[src/rtl/iqser_pkg.sv]
package iqser_pkg;

  // Strobes from the frame sequencer to the shift datapath.
  typedef struct packed {
    logic load;
    logic shift;
  } dpCtrl_t;

  // Symbol width codes; code 3 behaves like the 16-bit code.
  typedef enum logic [1:0] {
    SYM_W2  = 2'd0,
    SYM_W8  = 2'd1,
    SYM_W16 = 2'd2
  } symWidth_e;

  localparam int SYM_SHORT_FRAME = 8;
  localparam int SYM_LONG_FRAME  = 16;

endpackage

[src/rtl/iqser_ctrl.sv]
module iqser_ctrl
  import iqser_pkg::*;
#(
  parameter int SAMPLE_W = 16
) (
  input  logic          clk,
  input  logic          rstN,
  input  logic          inValid,
  input  logic          cfgSymbol,
  input  logic [1:0]    cfgSymWidth,
  input  logic          cfgPulse,
  output logic          inReady,
  output logic          frameActive,
  output logic          frameStrobe,
  output logic          pulseLatched,
  output dpCtrl_t       dpCtrl
);

  localparam int PAIR_W = 2 * SAMPLE_W;
  localparam int CNT_W  = $clog2(PAIR_W);

  logic [CNT_W-1:0] bitCnt;
  logic [CNT_W-1:0] lastIdx;
  logic             symLatched;
  logic [1:0]       widthLatched;
  logic             lastBit;
  logic             accept;

  // Index of the final bit for the configuration held by this frame.
  always_comb begin
    if (!symLatched) begin
      lastIdx = CNT_W'(PAIR_W - 1);
    end else begin
      case (widthLatched)
        SYM_W2, SYM_W8: lastIdx = CNT_W'(SYM_SHORT_FRAME - 1);
        default:        lastIdx = CNT_W'(SYM_LONG_FRAME - 1);
      endcase
    end
  end

  assign lastBit = frameActive && (bitCnt == lastIdx);
  assign inReady = !frameActive || lastBit;
  assign accept  = inValid && inReady;

  always_ff @(posedge clk) begin
    if (!rstN) begin
      frameActive  <= 1'b0;
      bitCnt       <= '0;
      symLatched   <= 1'b0;
      widthLatched <= 2'd0;
      pulseLatched <= 1'b0;
    end else if (accept) begin
      frameActive  <= 1'b1;
      bitCnt       <= '0;
      symLatched   <= cfgSymbol;
      widthLatched <= cfgSymWidth;
      pulseLatched <= cfgPulse;
    end else if (frameActive) begin
      if (lastBit) begin
        frameActive <= 1'b0;
      end else begin
        bitCnt <= bitCnt + 1'b1;
      end
    end
  end

  // Strobe shape from the latched settings and the bit position.
  always_comb begin
    if (!frameActive) begin
      frameStrobe = 1'b0;
    end else if (pulseLatched) begin
      frameStrobe = (bitCnt == '0);
    end else if (symLatched) begin
      frameStrobe = 1'b1;
    end else begin
      frameStrobe = (bitCnt < CNT_W'(SAMPLE_W));
    end
  end

  assign dpCtrl.load  = accept;
  assign dpCtrl.shift = frameActive;

endmodule

[src/rtl/iqser_dp.sv]
module iqser_dp
  import iqser_pkg::*;
#(
  parameter int SAMPLE_W = 16
) (
  input  logic                clk,
  input  logic                rstN,
  input  dpCtrl_t             dpCtrl,
  input  logic [SAMPLE_W-1:0] inI,
  input  logic [SAMPLE_W-1:0] inQ,
  input  logic                cfgSymbol,
  input  logic [1:0]          cfgSymWidth,
  output logic                lineBit
);

  localparam int PAIR_W = 2 * SAMPLE_W;

  logic [PAIR_W-1:0] shReg;
  logic [PAIR_W-1:0] loadVal;

  // Left-align the payload so the first bit to send sits at the top.
  always_comb begin
    if (!cfgSymbol) begin
      loadVal = {inI, inQ};
    end else begin
      case (cfgSymWidth)
        SYM_W2:  loadVal = {inI[1:0], {(PAIR_W-2){1'b0}}};
        SYM_W8:  loadVal = {inI[7:0], {(PAIR_W-8){1'b0}}};
        default: loadVal = {inI[15:0], {(PAIR_W-16){1'b0}}};
      endcase
    end
  end

  always_ff @(posedge clk) begin
    if (!rstN) begin
      shReg <= '0;
    end else if (dpCtrl.load) begin
      shReg <= loadVal;
    end else if (dpCtrl.shift) begin
      shReg <= {shReg[PAIR_W-2:0], 1'b0};
    end
  end

  assign lineBit = shReg[PAIR_W-1];

endmodule

[src/rtl/iqSerTx.sv]
module iqSerTx
  import iqser_pkg::*;
#(
  parameter int SAMPLE_W = 16
) (
  input  logic                clk,
  input  logic                rstN,
  input  logic                inValid,
  output logic                inReady,
  input  logic [SAMPLE_W-1:0] inI,
  input  logic [SAMPLE_W-1:0] inQ,
  input  logic                cfgSymbol,
  input  logic [1:0]          cfgSymWidth,
  input  logic                cfgPulse,
  output logic                serData,
  output logic                serStrobe,
  output logic                serClk
);

  dpCtrl_t dpCtrl;
  logic    frameActive;
  logic    pulseLatched;
  logic    lineBit;

  iqser_ctrl #(.SAMPLE_W(SAMPLE_W)) ctrl_i (
    .clk          (clk),
    .rstN         (rstN),
    .inValid      (inValid),
    .cfgSymbol    (cfgSymbol),
    .cfgSymWidth  (cfgSymWidth),
    .cfgPulse     (cfgPulse),
    .inReady      (inReady),
    .frameActive  (frameActive),
    .frameStrobe  (serStrobe),
    .pulseLatched (pulseLatched),
    .dpCtrl       (dpCtrl)
  );

  iqser_dp #(.SAMPLE_W(SAMPLE_W)) dp_i (
    .clk         (clk),
    .rstN        (rstN),
    .dpCtrl      (dpCtrl),
    .inI         (inI),
    .inQ         (inQ),
    .cfgSymbol   (cfgSymbol),
    .cfgSymWidth (cfgSymWidth),
    .lineBit     (lineBit)
  );

  assign serData = frameActive & lineBit;
  // Inverted bit clock puts the receiver's rising edge mid-bit.
  assign serClk  = ~clk;

endmodule

[config.mk]
export PLATFORM = sky130hd
export DESIGN_NAME = iqSerTx
export DESIGN_NICKNAME = d
export VERILOG_FILES = /design/src/rtl/iqser_pkg.sv /design/src/rtl/iqser_ctrl.sv /design/src/rtl/iqser_dp.sv /design/src/rtl/iqSerTx.sv
export SDC_FILE = /design/constraint.sdc
export NUM_CORES = 1
export LEC_CHECK = 0
export ABC_AREA = 1
export BUFFER_PORTS_ARGS = -buffer_cell sky130_fd_sc_hd__buf_2
export CORE_ASPECT_RATIO = 0.9
export CORE_MARGIN = 2
export CORE_UTILIZATION = 55
export CTS_BUF_LIST = sky130_fd_sc_hd__clkbuf_16
export CTS_CLUSTER_DIAMETER = 120
export DETAILED_ROUTE_END_ITERATION = 8
export GPL_TIMING_DRIVEN = 0
export PLACE_DENSITY_LB_ADDON = 0.08
export SYNTH_ARGS = -nofsm -noshare
export SYNTH_HDL_FRONTEND = slang
export SYNTH_HIERARCHICAL = 1
export SYNTH_SLANG_ARGS = --single-unit
[constraint.sdc]
create_clock -name clk -period 2.4 [get_ports clk]
set_input_delay 0.24 -clock clk [delete_from_list [all_inputs] [get_ports clk]]
set_output_delay 0.24 -clock clk [all_outputs]
set_load 0.005 [all_outputs]
==> reports/metrics.cfg, run 1 <==
[clock_tree]
clock_latency_ns=0.28
htree_levels=2
clock-root-buffer=clkbuf_16
clk_pin_slew_ns=0.06
cts_buffers=5
cts_resized=0
cts_tree=yes
cts_hold_buf=0
clockBufferDepth=2
post_cts_buffers=0

[drt]
drt_wl_total_mm=5.33
drtIter0Drc=129
viasPerCell=5.48
drcViolationCount=0
first_pass_iters=5
wl_per_cell_microns=12.9
vias=2263
final_antenna_net_count=0

[finish]
final_cell_count_no_fill=413
final_nets=408
diodes=0
fin_util_pct=69.4
syn_to_final_growth_pct=18.0
drive_gt1_share_pct=24.5
final_common_cell=buf_2
n_fill_cell=314
layout_common_cells=buf_2, nand2_1, dfxtp_1

[sta]
timing.setup.tns_ns=0
relSlewSlack_pct=72.6
grt_setup_unrepaired=false
fmax_mhz=465
skew_ns=0.00428
tightest_slew_ns=0.411
fin_crit_ns=2.15
setup_viol=0
period_share_pct=89.7
drv_slew=0
hold_violations=0
setup_slack_ns=0.248

[critical_path]
crit_path_frequent_cell=inv_1
cp_cell_sequence=inv_1, ha_1, nor2_4, nand2_4, nand2_4, nand2_1, inv_1, buf_4, buf_4, buf_2, o21ai_1, o21ai_1, inv_1
crit_required_ns=2.57
end_kind=flop
r2r_start=ctrl_i/symLatched
worst-setup-path-type=flop to flop
crit_arrival_ns=2.32
crit_path_top_delay_cell=dfxtp_1
crit_fanout=10
crit_path_start_kind=flop
worst_path_largest_cell_delay_ns=0.39
startpoint=ctrl_i/symLatched

[logic_synthesis]
synth_area_leaders=dfxtp_1, o21ai_0, nand3_1
syn_inst=318
yosysSeqAreaShare_pct=36.6
synth_nets=360
ys_seq_elements=41
synth.distinct_cells=28
synth_compound_area_share_pct=22.0
yosys.area_share.simple_pct=26.1
synth_xor_area_share_pct=0.391
synth_fa_ha_area_share_pct=1.68
synthMuxAreaShare_pct=0
synthesis.area_sq_mm=0.00224
synth_area_per_cell_sq_um=7.04
ys_warn_count=6
synth_top_area_cell=dfxtp_1
synth_top_family_by_area=simple AND/OR/NAND/NOR gates
synth_top_cell_area_share_pct=36.6

[global_route]
grt_pass1_wl_mm=9.12
gr-total-overflow=0
top_usage_layer=met2
grt_max_degree=14
gr-usage-met1_pct=32.5
met3_usage_pct=6.38
grt_antenna_before_repair=0
use_met2_pct=41.3
grt_pass1_vias=2038
grt.total_usage_pct=24.8

[place]
gp_congestion=0.871
dp.cells=405
dp_slack_ns=0.295
place_hpwl_mm=3.84
io_buffers=41

[power]
p_comb_share_pct=17.2
swShare_pct=27.3
ir_drop_mv=0.563
p_seq_share_pct=44.4
p_leak_nw=1.25
power_per_cell_area_mw_per_mm2=650
clkPwrFrac_pct=38.5
power.internal_w=0.00125
switchingPower_w=0.000469

[worst_hold_path]
min_path_type=input pin to flop
min-delay-start=inQ[5]

[die]
rows=21
fp.dieH_microns=64.5
die-area_sq_mm=0.00460
die_x_microns=71.3
fp.coreArea_sq_mm=0.00381
pin_count=43
start_util_pct=58.8

[run]
cap_violations=0

[run_status]
status=completed

[power groups by stage]
stage / Combinational, W / Clock, W / Sequential, W
global route: 0.000332 / 0.000721 / 0.000766
global placement: 0.000287 / 0.0000232 / 0.000774
floorplan: 0.000202 / 0.00000954 / 0.000768
detailed placement: 0.000292 / 0.0000232 / 0.000775
finish: 0.000295 / 0.000660 / 0.000761
CTS: 0.000294 / 0.000684 / 0.000761
[cell usage after synthesis, drive strengths merged]
library cell,instances
xor2,1
ha,3
nor3,1
a21boi,1
a21oi,32
o211ai,4
inv,39
nand3,44
dfxtp,41
or2,1
a31oi,6
clkbuf,3
o21a,1
nand4,2
nor2,20
nand2,51
o21ai,50
buf,18
[per-stage QoR]
stage               area (sq um)  total power [W]  hold slack, ns
floorplan                   2240         0.000979           0.267
global placement            2500          0.00108           0.362
detailed placement          2500          0.00109           0.362
CTS                         2640          0.00174           0.221
global route                2640          0.00182           0.214
finish                      2640          0.00172           0.227
[path summary, 6_finish.rpt]
path | depth (start not counted) | end | slack, ns
setup / recovery | 13 | dp_i/shReg[20] | 0.25
hold / removal | 3 | dp_i/shReg[5] | 0.23
setup reg to reg | 13 | dp_i/shReg[20] | 0.25
hold reg to reg | 2 | dp_i/shReg[0] | 0.47
[kinds of logic (layout without fill, tap and decap cells)]
kind of cell	Yosys count	count (layout)
AOI/OAI and AO/OA	94	94
xor gates and xnor gates	1	1
adders and majority gates	3	3
buffers and inverters	60	109
DFF	41	41
and+or+nand+nor	119	119
[worst max-delay path, delay by kind of cell, from the launching register on]
family                   cells  cell delay, ns
buffers and inverters        6            0.69
AO/OA/AOI/OAI                2            0.25
AND/OR/NAND/NOR              4            0.41
flip-flops                   1            0.39
adder cells (fa/ha/maj)      1            0.31
[layer usage]
layer | routed length (microns) | up-vias | share of wire, %
met5 | 0 | - | 0
met4 | 8 | 0 | 0.15
met3 | 285 | 2 | 5.3
met2 | 2570 | 66 | 48
met1 | 2460 | 1038 | 46
li1 | - | 1157 | -
[flip-flops by register name, summed over array words and instances (netlist names)]
signal,count
ctrl_i/pulseLatched,1
ctrl_i/symLatched,1
ctrl_i/bitCnt,5
ctrl_i/frameActive,1
ctrl_i/widthLatched,1
dp_i/shReg,32
[cell type report]
cell class	count	area, sq um	area share [%]
flip-flops and latches	41	821	31.1
multi-input cells	217	1120	42.6
inverters	38	143	5.40
clock buffers	6	130	4.92
clock inverters	4	18.8	0.710
well taps	46	57.6	2.18
plain buffers	21	148	5.59
repair buffers	40	200	7.58
No activity file was read; power rests on OpenSTA's default activity.
==> inputs of run 2 (changes only) <==
CORE_UTILIZATION = 30   (was 55)
PLACE_DENSITY = 0.59   (was not set)
PLACE_DENSITY_LB_ADDON = not set   (was 0.08)
RECOVER_POWER = 25   (was not set)
==> run 2 against run 1 <==
  * Critical path depth shrank 6
  * Setup slack gained 0.0070 ns
  * Largest cell class unchanged
  * Clock skew grew 0.0046 ns
  * Sequential power is essentially flat
  * Clock-buffer cell count is the same
  * Cell count grew 11%
  * Cell area grew 2.1%
  * Global-route usage shrank 9.8 points
  * Combinational power is essentially flat
  * Non-clock buffer count is the same
==> reports/metrics.cfg, run 2 (same netlist as run 1, synthesis figures left out) <==
[clock_tree]
clockBufferDepth=2  ; unchanged
post_cts_buffers=0  ; unchanged
cts_hold_buf=0  ; unchanged
cts_buffers=5  ; unchanged
cts_resized=0  ; unchanged
htree_levels=2  ; unchanged
clk_pin_slew_ns=0.07  ; was 0.06 ns
clock-root-buffer=clkbuf_16  ; unchanged
clock_latency_ns=0.28  ; about the same
cts_tree=yes  ; unchanged

[power]
ir_drop_mv=0.287  ; was 0.563 mV
power_w=0.00175  ; was 0.00172 W
power_per_cell_area_mw_per_mm2=649  ; was 650 mW/mm^2
p_leak_nw=1.23  ; was 1.25 nW

[finish]
reg.largest.list=dp_i/shReg x32, ctrl_i/bitCnt x5  ; unchanged
diodes=0  ; unchanged
largest_register_ffs=32  ; unchanged
final_common_cell=buf_2  ; unchanged
layout_common_cells=buf_2, nand2_1, dfxtp_1  ; unchanged
fin_util_pct=37.7  ; was 69.4%
final_nets=408  ; unchanged
regMostFlops=dp_i/shReg  ; unchanged
syn_to_final_growth_pct=20.4  ; was 18.0%
drive_gt1_share_pct=23.7  ; was 24.5%

[critical_path]
worst-setup-path-type=flop to output port  ; was flop to flop
crit_arrival_ns=1.90  ; was 2.32 ns
end_kind=output port  ; was flop
crit_required_ns=2.16  ; was 2.57 ns
crit_path_start_kind=flop  ; unchanged
crit_fanout=8  ; was 10

[global_route]
gr-total-overflow=0  ; unchanged
grt.total_usage_pct=15.0  ; was 24.8%
grt_pass1_wl_mm=9.74  ; was 9.12 mm
grt_pass1_vias=2030  ; was 2038
grt_antenna_before_repair=0  ; unchanged
grt_max_degree=15  ; was 14

[die]
die_x_microns=95.1  ; was 71.3 microns
die-area_sq_mm=0.00817  ; was 0.00460 sq mm
fp.coreArea_sq_mm=0.00715  ; was 0.00381 sq mm
fp.dieH_microns=86.0  ; was 64.5 microns
start_util_pct=31.3  ; was 58.8%
pin_count=43  ; unchanged
rows=29  ; was 21

[place]
dp_slack_ns=0.288  ; was 0.295 ns
gp_congestion=0.824  ; was 0.871
place_hpwl_mm=4.26  ; was 3.84 mm
io_buffers=41  ; unchanged

[drt]
drt_wl_total_mm=5.92  ; was 5.33 mm
vias=2219  ; was 2263
final_antenna_net_count=0  ; unchanged
wl_per_cell_microns=12.9  ; about the same
first_pass_iters=4  ; was 5
drcViolationCount=0  ; unchanged
drtIter0Drc=78  ; was 129
viasPerCell=4.82  ; was 5.48

[sta]
tightest_slew_ns=0.393  ; was 0.411 ns
setup_viol=0  ; unchanged
relSlewSlack_pct=73.7  ; was 72.6%
period_share_pct=89.4  ; was 89.7%
skew_ns=0.00888  ; was 0.00428 ns
drv_slew=0  ; unchanged
grt_setup_unrepaired=false  ; unchanged
fmax_mhz=466  ; was 465 MHz
fin_crit_ns=2.14  ; was 2.15 ns
worst_hold_slack_ns=0.224  ; was 0.227 ns
timing.setup.tns_ns=0  ; unchanged
setup_slack_ns=0.255  ; was 0.248 ns
hold_violations=0  ; unchanged

[run_status]
status=completed  ; unchanged

[run]
cap_violations=0  ; unchanged

[worst_hold_path]
min_path_type=input pin to flop  ; unchanged

-- run 2: worst max-delay path, cell delays in order, from the launching register on --
cell	delay (ns)
dfxtp_1	0.39
inv_1	0.06
ha_1	0.31
nor2_4	0.14
nand2_4	0.09
nand2_4	0.10
clkbuf_1	0.34
buf_2	0.19
-- run 2: path summary, 6_finish.rpt --
path,startpoint,to,slack (ns),cells after the start
worst max-delay path,ctrl_i/symLatched,inReady,0.26,7
worst min-delay path,inQ[8],dp_i/shReg[8],0.22,3
worst max register to register,ctrl_i/symLatched,dp_i/shReg[21],0.28,13
worst min register to register,dp_i/shReg[0],dp_i/shReg[0],0.46,2
-- run 2: metrics by stage --
step	cell area, sq um	instances
6_report	2700	460
5_1_grt	2700	460
4_1_cts	2710	460
3_5_place_dp	2560	452
3_3_place_gp	2560	452
2_1_floorplan	2240	318
-- run 2: layout make-up --
class                           count  area, sq um
Clock buffer                        6          130
Sequential cell                    41          821
Clock inverter                      4         23.8
Buffer                             21          140
Inverter                           38          143
Multi-Input combinational cell    217         1120
Fill cell                         783         4450
Tap cell                           93          116
Timing Repair Buffer               40          199
-- run 2: routing by layer --
metal | share of wire [%] | global-route usage [%] | vias up
met2 | 45 | 22.9 | 49
met1 | 50 | 21.5 | 1007
met3 | 3.3 | 2.64 | 11
met4 | 1.9 | 4.48 | 0
met5 | 0 | 0 | -
li1 | - | - | 1152
-- run 2: power by group --
group	switching [W]	total (W)	internal (W)
combinational	0.000178	0.000296	0.000118
sequential	0.0000278	0.000761	0.000733
clock	0.000294	0.000693	0.000399
